## src/rtl/aclink_tx_pkg.sv

```systemverilog
package aclink_tx_pkg;
  localparam int TAG_W   = 16;
  localparam int SLOT_W  = 20;
  localparam int N_SLOTS = 12;
  localparam int FRAME_W = TAG_W + SLOT_W * N_SLOTS;

  localparam int SLOT_CMD_ADDR = 1;
  localparam int SLOT_CMD_DATA = 2;
  localparam int SLOT_MODEM    = 5;
  localparam int SLOT_GPIO     = 12;

  typedef enum logic [1:0] {
    RES_16  = 2'd0,
    RES_18  = 2'd1,
    RES_20  = 2'd2,
    RES_20X = 2'd3
  } dac_res_e;

  function automatic int res_keep_bits(input logic [1:0] res);
    case (res)
      RES_16:  return 16;
      RES_18:  return 18;
      default: return 20;
    endcase
  endfunction
endpackage

```

## src/rtl/aclink_cmd_ctl.sv

```systemverilog
module aclink_cmd_ctl #(
  parameter int              ADDR_W    = 7,
  parameter int              DATA_W    = 16,
  parameter logic [ADDR_W-1:0] GPIO_ADDR = 7'h54
) (
  input  logic              clk_i,
  input  logic              rst_ni,
  input  logic              cold_rst_i,
  input  logic              frame_start_i,
  input  logic              req_i,
  input  logic              write_i,
  input  logic [ADDR_W-1:0] addr_i,
  input  logic [DATA_W-1:0] data_i,
  output logic              pend_o,
  output logic              pend_write_o,
  output logic [ADDR_W-1:0] pend_addr_o,
  output logic [DATA_W-1:0] pend_data_o,
  output logic              gpio_vld_o,
  output logic [DATA_W-1:0] gpio_o
);
  logic gpio_hit;
  assign gpio_hit = req_i && write_i && (addr_i == GPIO_ADDR);

  // pending command: a new request overrides; the load edge consumes it
  always_ff @(posedge clk_i or negedge rst_ni) begin
    if (!rst_ni) begin
      pend_o       <= 1'b0;
      pend_write_o <= 1'b0;
      pend_addr_o  <= '0;
      pend_data_o  <= '0;
    end else if (cold_rst_i) begin
      pend_o       <= 1'b0;
      pend_write_o <= 1'b0;
      pend_addr_o  <= '0;
      pend_data_o  <= '0;
    end else if (req_i) begin
      pend_o       <= 1'b1;
      pend_write_o <= write_i;
      pend_addr_o  <= addr_i;
      pend_data_o  <= data_i;
    end else if (frame_start_i) begin
      pend_o       <= 1'b0;
    end
  end

  // slot 12 shadow: sticky valid until either reset
  always_ff @(posedge clk_i or negedge rst_ni) begin
    if (!rst_ni) begin
      gpio_vld_o <= 1'b0;
      gpio_o     <= '0;
    end else if (cold_rst_i) begin
      gpio_vld_o <= 1'b0;
      gpio_o     <= '0;
    end else if (gpio_hit) begin
      gpio_vld_o <= 1'b1;
      gpio_o     <= data_i;
    end
  end

  a_r4_sent_once: assert property (@(posedge clk_i) disable iff (!rst_ni)
    (frame_start_i && pend_o && !req_i && !cold_rst_i) |=> !pend_o);

  a_r10_gpio_sticky: assert property (@(posedge clk_i) disable iff (!rst_ni)
    (gpio_vld_o && !cold_rst_i) |=> gpio_vld_o);

  a_r11_cold_clears: assert property (@(posedge clk_i) disable iff (!rst_ni)
    cold_rst_i |=> (!gpio_vld_o && !pend_o && gpio_o == '0));

  a_r13_read_keeps: assert property (@(posedge clk_i) disable iff (!rst_ni)
    (req_i && !write_i && !cold_rst_i) |=> $stable(gpio_o) && $stable(gpio_vld_o));
endmodule

```

## src/rtl/aclink_slot_pack.sv

```systemverilog
module aclink_slot_pack
  import aclink_tx_pkg::*;
#(
  parameter int ADDR_W = 7,
  parameter int DATA_W = 16,
  parameter int DAC_W  = 20
) (
  input  logic               pend_i,
  input  logic               pend_write_i,
  input  logic [ADDR_W-1:0]  pend_addr_i,
  input  logic [DATA_W-1:0]  pend_data_i,
  input  logic               dac_valid_i,
  input  logic [1:0]         dac_res_i,
  input  logic [DAC_W-1:0]   dac_data_i,
  input  logic               gpio_vld_i,
  input  logic [DATA_W-1:0]  gpio_i,
  output logic [FRAME_W-1:0] frame_o
);
  localparam int PAD_W = TAG_W - 1 - N_SLOTS;

  logic [SLOT_W-1:0] dac_just;
  logic [SLOT_W-1:0] dac_mask;
  logic [SLOT_W-1:0] sd [1:N_SLOTS];
  logic [N_SLOTS:1]  sv;

  generate
    if (DAC_W == SLOT_W) begin : g_dac_full
      assign dac_just = dac_data_i;
    end else begin : g_dac_pad
      assign dac_just = {dac_data_i, {(SLOT_W - DAC_W){1'b0}}};
    end
  endgenerate

  always_comb begin
    dac_mask = {SLOT_W{1'b1}} << (SLOT_W - res_keep_bits(dac_res_i));
  end

  always_comb begin
    for (int k = 1; k <= N_SLOTS; k++) begin
      sd[k] = '0;
      sv[k] = 1'b0;
    end
    sv[SLOT_CMD_ADDR] = pend_i;
    if (pend_i)
      sd[SLOT_CMD_ADDR] = SLOT_W'({!pend_write_i, pend_addr_i}) << (SLOT_W - 1 - ADDR_W);
    sv[SLOT_CMD_DATA] = pend_i && pend_write_i;
    if (pend_i && pend_write_i)
      sd[SLOT_CMD_DATA] = SLOT_W'(pend_data_i) << (SLOT_W - DATA_W);
    sv[SLOT_MODEM] = dac_valid_i;
    if (dac_valid_i)
      sd[SLOT_MODEM] = dac_just & dac_mask;
    sv[SLOT_GPIO] = gpio_vld_i;
    if (gpio_vld_i)
      sd[SLOT_GPIO] = SLOT_W'(gpio_i) << (SLOT_W - DATA_W);
  end

  always_comb begin
    frame_o = '0;
    frame_o[FRAME_W-1] = |sv;
    for (int k = 1; k <= N_SLOTS; k++) begin
      frame_o[FRAME_W-1-k] = sv[k];
      frame_o[FRAME_W-TAG_W-1-(k-1)*SLOT_W -: SLOT_W] = sd[k];
    end
    frame_o[FRAME_W-TAG_W +: PAD_W] = '0;
  end
endmodule

```

## src/rtl/aclink_shifter.sv

```systemverilog
module aclink_shifter
  import aclink_tx_pkg::*;
(
  input  logic               clk_i,
  input  logic               rst_ni,
  input  logic               sync_i,
  input  logic [FRAME_W-1:0] frame_i,
  output logic               start_o,
  output logic               sdata_o
);
  localparam int CNT_W = $clog2(FRAME_W);
  localparam int PAD_W = TAG_W - 1 - N_SLOTS;

  logic               sync_q;
  logic               busy_q;
  logic [CNT_W-1:0]   cnt_q;
  logic [FRAME_W-1:0] sh_q;

  assign start_o = sync_i && !sync_q;
  assign sdata_o = sh_q[FRAME_W-1];

  always_ff @(posedge clk_i or negedge rst_ni) begin
    if (!rst_ni) begin
      sync_q <= 1'b0;
      busy_q <= 1'b0;
      cnt_q  <= '0;
      sh_q   <= '0;
    end else begin
      sync_q <= sync_i;
      if (start_o) begin
        sh_q   <= frame_i;
        cnt_q  <= '0;
        busy_q <= 1'b1;
      end else if (busy_q) begin
        sh_q  <= {sh_q[FRAME_W-2:0], 1'b0};
        cnt_q <= cnt_q + 1'b1;
        if (cnt_q == CNT_W'(FRAME_W - 1)) busy_q <= 1'b0;
      end
    end
  end

  a_r1_idle_low: assert property (@(posedge clk_i) disable iff (!rst_ni)
    !busy_q |-> !sdata_o);

  a_r1_frame_len: assert property (@(posedge clk_i) disable iff (!rst_ni)
    (busy_q && !start_o && cnt_q == CNT_W'(FRAME_W - 1)) |=> !busy_q);

  a_r2_frame_flag: assert property (@(posedge clk_i) disable iff (!rst_ni)
    start_o |=> (sh_q[FRAME_W-1] == (|sh_q[FRAME_W-2 -: N_SLOTS])));

  a_r2_tag_pad: assert property (@(posedge clk_i) disable iff (!rst_ni)
    start_o |=> (sh_q[FRAME_W-TAG_W +: PAD_W] == '0));
endmodule

```

## src/rtl/aclink_tx_framer.sv

```systemverilog
module aclink_tx_framer
  import aclink_tx_pkg::*;
#(
  parameter int                ADDR_W    = 7,
  parameter int                DATA_W    = 16,
  parameter int                DAC_W     = 20,
  parameter logic [ADDR_W-1:0] GPIO_ADDR = 7'h54
) (
  input  logic              clk_i,
  input  logic              rst_ni,
  input  logic              cold_rst_i,
  input  logic              sync_i,
  input  logic              cmd_req_i,
  input  logic              cmd_write_i,
  input  logic [ADDR_W-1:0] cmd_addr_i,
  input  logic [DATA_W-1:0] cmd_data_i,
  input  logic              dac_valid_i,
  input  logic [1:0]        dac_res_i,
  input  logic [DAC_W-1:0]  dac_data_i,
  output logic              sdata_o
);
  logic               start;
  logic               pend, pend_write, gpio_vld;
  logic [ADDR_W-1:0]  pend_addr;
  logic [DATA_W-1:0]  pend_data, gpio;
  logic [FRAME_W-1:0] frame;

  aclink_cmd_ctl #(
    .ADDR_W(ADDR_W), .DATA_W(DATA_W), .GPIO_ADDR(GPIO_ADDR)
  ) u_cmd (
    .clk_i(clk_i), .rst_ni(rst_ni), .cold_rst_i(cold_rst_i),
    .frame_start_i(start), .req_i(cmd_req_i), .write_i(cmd_write_i),
    .addr_i(cmd_addr_i), .data_i(cmd_data_i),
    .pend_o(pend), .pend_write_o(pend_write), .pend_addr_o(pend_addr),
    .pend_data_o(pend_data), .gpio_vld_o(gpio_vld), .gpio_o(gpio)
  );

  aclink_slot_pack #(
    .ADDR_W(ADDR_W), .DATA_W(DATA_W), .DAC_W(DAC_W)
  ) u_pack (
    .pend_i(pend), .pend_write_i(pend_write), .pend_addr_i(pend_addr),
    .pend_data_i(pend_data), .dac_valid_i(dac_valid_i), .dac_res_i(dac_res_i),
    .dac_data_i(dac_data_i), .gpio_vld_i(gpio_vld), .gpio_i(gpio),
    .frame_o(frame)
  );

  aclink_shifter u_shift (
    .clk_i(clk_i), .rst_ni(rst_ni), .sync_i(sync_i), .frame_i(frame),
    .start_o(start), .sdata_o(sdata_o)
  );
endmodule

```

## config.mk

```make
export PLATFORM = sky130hd
export DESIGN_NAME = aclink_tx_framer
export DESIGN_NICKNAME = d
export VERILOG_FILES = /design/src/rtl/aclink_tx_pkg.sv /design/src/rtl/aclink_cmd_ctl.sv /design/src/rtl/aclink_slot_pack.sv /design/src/rtl/aclink_shifter.sv /design/src/rtl/aclink_tx_framer.sv
export SDC_FILE = /design/constraint.sdc
export NUM_CORES = 1
export LEC_CHECK = 0
export BUFFER_PORTS_ARGS = -buffer_cell sky130_fd_sc_hd__buf_2
export CAP_MARGIN = 20
export CORE_MARGIN = 5
export CORE_UTILIZATION = 50
export CTS_CLUSTER_DIAMETER = 60
export CTS_CLUSTER_SIZE = 25
export DETAILED_ROUTE_END_ITERATION = 8
export PLACE_DENSITY = 0.66
export SLEW_MARGIN = 25
export SYNTH_ARGS = -nofsm -noshare
export SYNTH_HDL_FRONTEND = slang
export SYNTH_HIERARCHICAL = 1
export SYNTH_SLANG_ARGS = --single-unit
```

## constraint.sdc

```tcl
create_clock -name clk_i -period 4.3 [get_ports clk_i]
set_input_delay 0.43 -clock clk_i [delete_from_list [all_inputs] [get_ports clk_i]]
set_output_delay 0.43 -clock clk_i [all_outputs]
set_load 0.005 [all_outputs]
```

==> metrics.yaml, run 1 <==
r2r_end: "u_shift/sh_q[216]$_DFFE_PN0P_"
drive_above_1_share_pct: 7.73
post-route-min-period_ns: 2.14
synth_mux_area_share_pct: 18.7
wire_per_inst_um: 12.3
cts_resized: 0
tightest_slew_ns: 0.909
synth_common_cells: "308 x dfrtp_1, 296 x mux2i_1, 260 x nand2_1"
p_leak_nw: 9.18
dp_cells: 1929
start_util_pct: 50.4
cts_buffers: 27
synth_simple_gate_area_share_pct: 11.1
num_io_pins: 53
num_rows: 65
worstHoldPathType: "in -> reg"
antenna_cells: 0
antenna_found_initial: 0
crit_path_max_fanout: 176
setup_tns_ns: 0
period_share_pct: 49.7
grt.total_usage_pct: 14.2
clock_sinks: 308
criticalPathCategory: "in -> reg"
finalNetCount: 1612
clk_path_buf_depth: 3
cp.arrival_ns: 2.56
yosysSeqAreaShare_pct: 48.6
rrSetupSlack_ns: 2.22
synth-edff-count: 0
cts_max_level: 1
coreArea_um2: 31500
fin_skew_ns: 0.0299
drtIter0Drc: 493
peakVddDrop_v: 0.000373
syn_area_um2: 15900
ant_nets: 0
via_count: 9357
root_buffer: "clkbuf_16"
pwr_density_cell_nw_per_um2: 392
yosys.area_share.adder_pct: 0.0789
viasPerCell: 4.72
final_cell_count_no_fill: 1981
finalWirelength_um: 24300
ys.flop_type: "dfrtp_1"
grt_max_degree: 177
clock.fmax_ghz: 0.468
holdCritStartpoint: "cmd_data_i[13]"
cts_tree: "done"
start_kind: "input pin"
clk_pin_slew_ns: 0.08
grt.overflow.total: 0
drc: 0
synth-xor-area-share_pct: 0.221
rsz0062_at_grt: "no"
firstDrtPassIters: 4
ys_ff_latch: 308
routabilityCongestion: 0.716
yosysWarnings: 6
hold_viol_final: 0
synth_cells: 1571
yosysMostFrequentCell: "dfrtp_1"
outcome: "finished, final reports clean"
avgSynthCellArea_um2: 10.1
synth-async-reset-ratio_pct: 100
grt_pass1_vias: 9746
slew_violations: 0
clk_latency_ns: 0.57
ys_types: 34
grt_first_pass_wirelength_um: 44600
crit_required_ns: 4.72
dieHeight_um: 188
syn_to_final_growth_pct: 4.03
netlist_top_cells_area: "dfrtp_1 49%, mux2i_1 19%, buf_4 10%, o21ai_1 8.1%, nand2_1 6.2%"
slew_headroom_pct: 39.4
synth-compound-area-share_pct: 8.49
post-cts-setup-buffers: 0
hpwlAfterDp_um: 14200
synth_area_leader_cell: "dfrtp_1"
rr_startpoint: "u_shift/busy_q$_DFF_PN0_"
die_area_um2: 35400
synth_top_family_by_area: "multiplexers"
cts_hold_buf: 1
yosysTopAreaCellShare_pct: 48.6
r2r_cells: 3
port_buffers: 52
crit_path_end_kind: "register"
hold_end: "u_cmd/pend_data_o[13]$_DFFE_PN0P_"
dieWidth_um: 188
whs_path_depth: 3
setup_viol: 0
max-cap-violations: 0
[layout make-up]
cell class	instances	area, µm²
clock buffers	27	676
clock inverters	22	243
fillers	2834	15000
inverters	2	15.0
multi-input cells	1154	6840
flip-flops and latches	308	7710
well taps	402	503
repair buffers	66	513
[worst max-delay path by stage]
stage | from | end | slack [ns] | cells after the start
6_report | sync_i | u_shift/sh_q[155]$_DFFE_PN0P_ | 2.16 | 6
5_1_grt | sync_i | u_shift/sh_q[147]$_DFFE_PN0P_ | 2.00 | 7
4_1_cts | sync_i | u_shift/sh_q[155]$_DFFE_PN0P_ | 2.18 | 6
3_5_place_dp | cmd_req_i | u_cmd/gpio_o[3]$_DFFE_PN0P_ | 1.64 | 4
3_3_place_gp | cmd_req_i | u_cmd/gpio_o[4]$_DFFE_PN0P_ | 1.69 | 4
2_1_floorplan | cmd_req_i | u_cmd/gpio_vld_o$_DFFE_PN0P_ | 2.82 | 6
[power by group]
part,switching (mW),internal [mW],total [mW]
clock,1.25,1.24,2.49
combinational,0.346,0.267,0.613
sequential,0.175,3.19,3.36
[critical path, cell delays in order]
cell and delay (ns):
dlygate4sd3_1 0.52, buf_2 0.11, nand2b_1 0.16, inv_8 0.66
buf_12 0.41, o21ai_1 0.13
[sequential cells by signal, indices dropped and copies added, names as in the netlist]
register	flops
u_cmd/pend_write_o	1
u_cmd/gpio_o	16
u_cmd/pend_o	1
u_shift/sh_q	256
u_cmd/gpio_vld_o	1
u_shift/cnt_q	8
u_cmd/pend_data_o	16
u_shift/sync_q	1
u_shift/busy_q	1
u_cmd/pend_addr_o	7
[metrics by stage]
| stage | hold slack [ns] | worst slack, ns | utilization [%] | power [mW] | area [µm²] |
|---|---|---|---|---|---|
| 2_1_floorplan | 0.134 | 2.82 | - | 3.96 | 16600 |
| 3_3_place_gp | 0.496 | 1.69 | 49.4 | 4.01 | 15500 |
| 3_5_place_dp | 0.501 | 1.64 | 49.4 | 4.04 | 15500 |
| 4_1_cts | 0.0198 | 2.18 | 52.3 | 6.58 | 16500 |
| 5_1_grt | 0.101 | 2.00 | 52.4 | 6.83 | 16500 |
| 6_report | 0.114 | 2.16 | 52.4 | 6.47 | 16500 |
[kinds of logic (layout without fill, tap and decap cells)]
family | after synthesis | count (layout)
other cells | 1 | 191
mux | 296 | 296
flops | 308 | 308
xor+xnor | 4 | 4
fa+ha+maj | 1 | 1
buf+inv | 299 | 117
simple gates | 396 | 396
compound gates | 266 | 266
[layout by cell type, fill, tap and decap left out, types with 2 or more instances in the layout]
cell / count
dfrtp_1: 307
mux2i_1: 296
nand2_1: 260
o21ai_1: 258
conb_1: 191
buf_2: 51
and2_1: 40
nand2b_1: 33
nor2_1: 30
clkbuf_16: 27
and3_1: 13
buf_12: 9
inv_8: 8
inv_6: 5
and3_2: 5
a21oi_1: 4
or3_1: 4
nand3_1: 3
nand4_1: 3
xor2_1: 3
clkinv_8: 2
inv_12: 2
clkinv_2: 2
clkinv_4: 2
dlygate4sd3_1: 2
o211a_1: 2
buf_4: 2
[routing by layer]
layer  track usage [%]  wire (µm)
met1              18.4      11600
met4              2.85        401
met3              2.01        574
met2              25.5      11800
met5                 0          0
No activity file was read; power rests on OpenSTA's default activity.
==> run 2, diff against run 1 <==
==> constraint.sdc (replaced) <==
create_clock -name clk_i -period 2 [get_ports clk_i]
set_input_delay 0.2 -clock clk_i [delete_from_list [all_inputs] [get_ports clk_i]]
set_output_delay 0.2 -clock clk_i [all_outputs]
set_load 0.005 [all_outputs]
==> run 2 against run 1 <==
Clock power rose by 120%. Register-to-register slack worse by 1.7 ns. First-iteration DRC count is 8.5% lower. Critical path type is now reg -> reg. Critical endpoint is now u_shift/sh_q[10]$_DFFE_PN0P_.
==> metrics.yaml, run 2 (synthesis results as in run 1) <==
outcome: "finished, final reports clean"
slew_violations: 0
dieHeight_um: 188
clock.fmax_ghz: 0.671
finalWirelength_um: 25300
cts_max_level: 1
clk_latency_ns: 0.54
grt.overflow.total: 0
start_kind: "register"
firstDrtPassIters: 4
final_area_um2: 17200
drc: 0
cts_buffers: 26
max_stage_delay_ns: 0.36
slew_headroom_pct: 53.7
combPwrFrac_pct: 10.0
switching_share_pct: 24.6
crit_slowest_cell: "dfrtp_1"
pwr_density_cell_nw_per_um2: 825
clk_path_buf_depth: 3
clk_pin_slew_ns: 0.07
grt_max_degree: 90
largest_registers: "u_shift/sh_q x256, u_cmd/gpio_o x16, u_cmd/pend_data_o x16"
final_common_cell: "dfrtp_1"
crit_path_max_fanout: 40
setup_viol: 0
intPower_mw: 10.7
rsz0062_at_grt: "no"
p_seq_share_pct: 51.0
drive_above_1_share_pct: 8.48
period_share_pct: 74.6
grt.total_usage_pct: 14.5
final_cell_mix: "307 x dfrtp_1, 296 x mux2i_1, 260 x nand2_1"
num_io_pins: 53
clock_sinks: 308
num_rows: 65
post-cts-setup-buffers: 0
worstHoldPathType: "in -> reg"
ant_nets: 0
cp.arrival_ns: 1.96
largest_register_ff_count: 256
tightest_slew_ns: 0.695
root_buffer: "clkbuf_16"
fin_skew_ns: 0.0219
routabilityCongestion: 0.737
port_buffers: 52
crit_path_end_kind: "register"
setup_tns_ns: 0
finalNetCount: 1674
syn_to_final_growth_pct: 8.39
grt_first_pass_wirelength_um: 45300
regMostFlops: "u_shift/sh_q"
coreArea_um2: 31500
p_leak_nw: 9.50
crit_buf_inv: 2
cts_tree: "done"
crit_chain: "nand2b_1 > inv_8 > buf_4 > nand2_1 > o21ai_1"
dieWidth_um: 188
hold_viol_final: 0
via_count: 9624
start_util_pct: 50.4
cp_top_family: "buffers and inverters"
max-cap-violations: 0
wire_per_inst_um: 12.4
post-route-min-period_ns: 1.49
p_sw_mw: 3.49
hpwlAfterDp_um: 15700
drtIter0Drc: 451
grt_pass1_vias: 9651
viasPerCell: 4.71
dpl-instance-area_um2: 15800
clkPwrFrac_pct: 39.0
crit_required_ns: 2.47
fill_cells: 2735
die_area_um2: 35400
antenna_found_initial: 0
antenna_cells: 0
criticalPathCategory: "reg -> reg"
peakVddDrop_v: 0.000871
## run 2: cell count changes in the layout (fill, tap and decap cells not counted), sizes merged
cell / previous run / this run
buf: 64 / 87
bufinv: 0 / 5
clkbuf: 27 / 31
clkinvlp: 1 / 2
dlygate4sd3: 2 / 42
inv: 17 / 5
## run 2: final cells by class
type                       count  area (µm²)  area share [%]
sequential                   308        7710            44.8
multi-input combinational   1154        6840            39.8
timing repair buffer         129        1190            6.93
clock buffer                  31         701            4.08
tap                          402         503            2.93
clock inverter                16         233            1.35
inverter                       2        15.0          0.0873
## run 2: power by group through the flow
stage,clock network (mW),logic (mW),registers (mW)
CTS,5.73,1.44,7.24
floorplan,0,1.28,7.23
finish,5.53,1.42,7.23
detailed placement,0,1.37,7.36
global placement,0,1.32,7.34
global route,5.96,1.66,7.33
## run 2: per-stage QoR
stage / setup WS (ns) / hold slack, ns / util (%) / cells / total power, mW
2_1_floorplan: 0.635 / -0.0956 / - / 1761 / 8.51
3_3_place_gp: 0.546 / 0.0384 / 50.3 / 1953 / 8.66
3_5_place_dp: 0.507 / 0.0392 / 50.3 / 1953 / 8.73
4_1_cts: 0.496 / 0.00133 / 54.6 / 2042 / 14.4
5_1_grt: 0.363 / 0.0142 / 54.6 / 2042 / 14.9
6_report: 0.509 / 0.0272 / 54.6 / 2042 / 14.2
## run 2: per-layer routing
metal	track usage (%)	vias up	routed length (µm)
li1	-	4984	-
met1	19.6	4522	12000
met2	25.3	91	12300
met3	1.86	27	648
met4	3.08	0	369
met5	0	-	0
## run 2: path summary, 6_finish.rpt
kind | start | endpoint | slack [ns] | cells after the start
setup / recovery | u_shift/sync_q$_DFF_PN0_ | u_shift/sh_q[10]$_DFFE_PN0P_ | 0.51 | 5
hold / removal | dac_data_i[2] | u_shift/sh_q[142]$_DFFE_PN0P_ | 0.03 | 4
setup reg to reg | u_shift/sync_q$_DFF_PN0_ | u_shift/sh_q[10]$_DFFE_PN0P_ | 0.51 | 5
hold reg to reg | u_cmd/pend_addr_o[2]$_DFFE_PN0P_ | u_cmd/pend_addr_o[2]$_DFFE_PN0P_ | 0.52 | 2
max in group asynchronous | rst_ni | u_shift/sh_q[188]$_DFFE_PN0P_ | 1.22 | 3
min in group asynchronous | rst_ni | u_shift/sh_q[120]$_DFFE_PN0P_ | 0.09 | 2
## run 2: timing repair
action | CTS | global route
gates resized for setup | 0 | 0
hold buffers | 42 | 0
endpoints found under the hold margin | 365 | 0
## run 2: tightest hold or removal path: stages
cell and delay, ns:
buf_2 0.09, o211a_1 0.10, nand2_1 0.05, o21ai_1 0.07
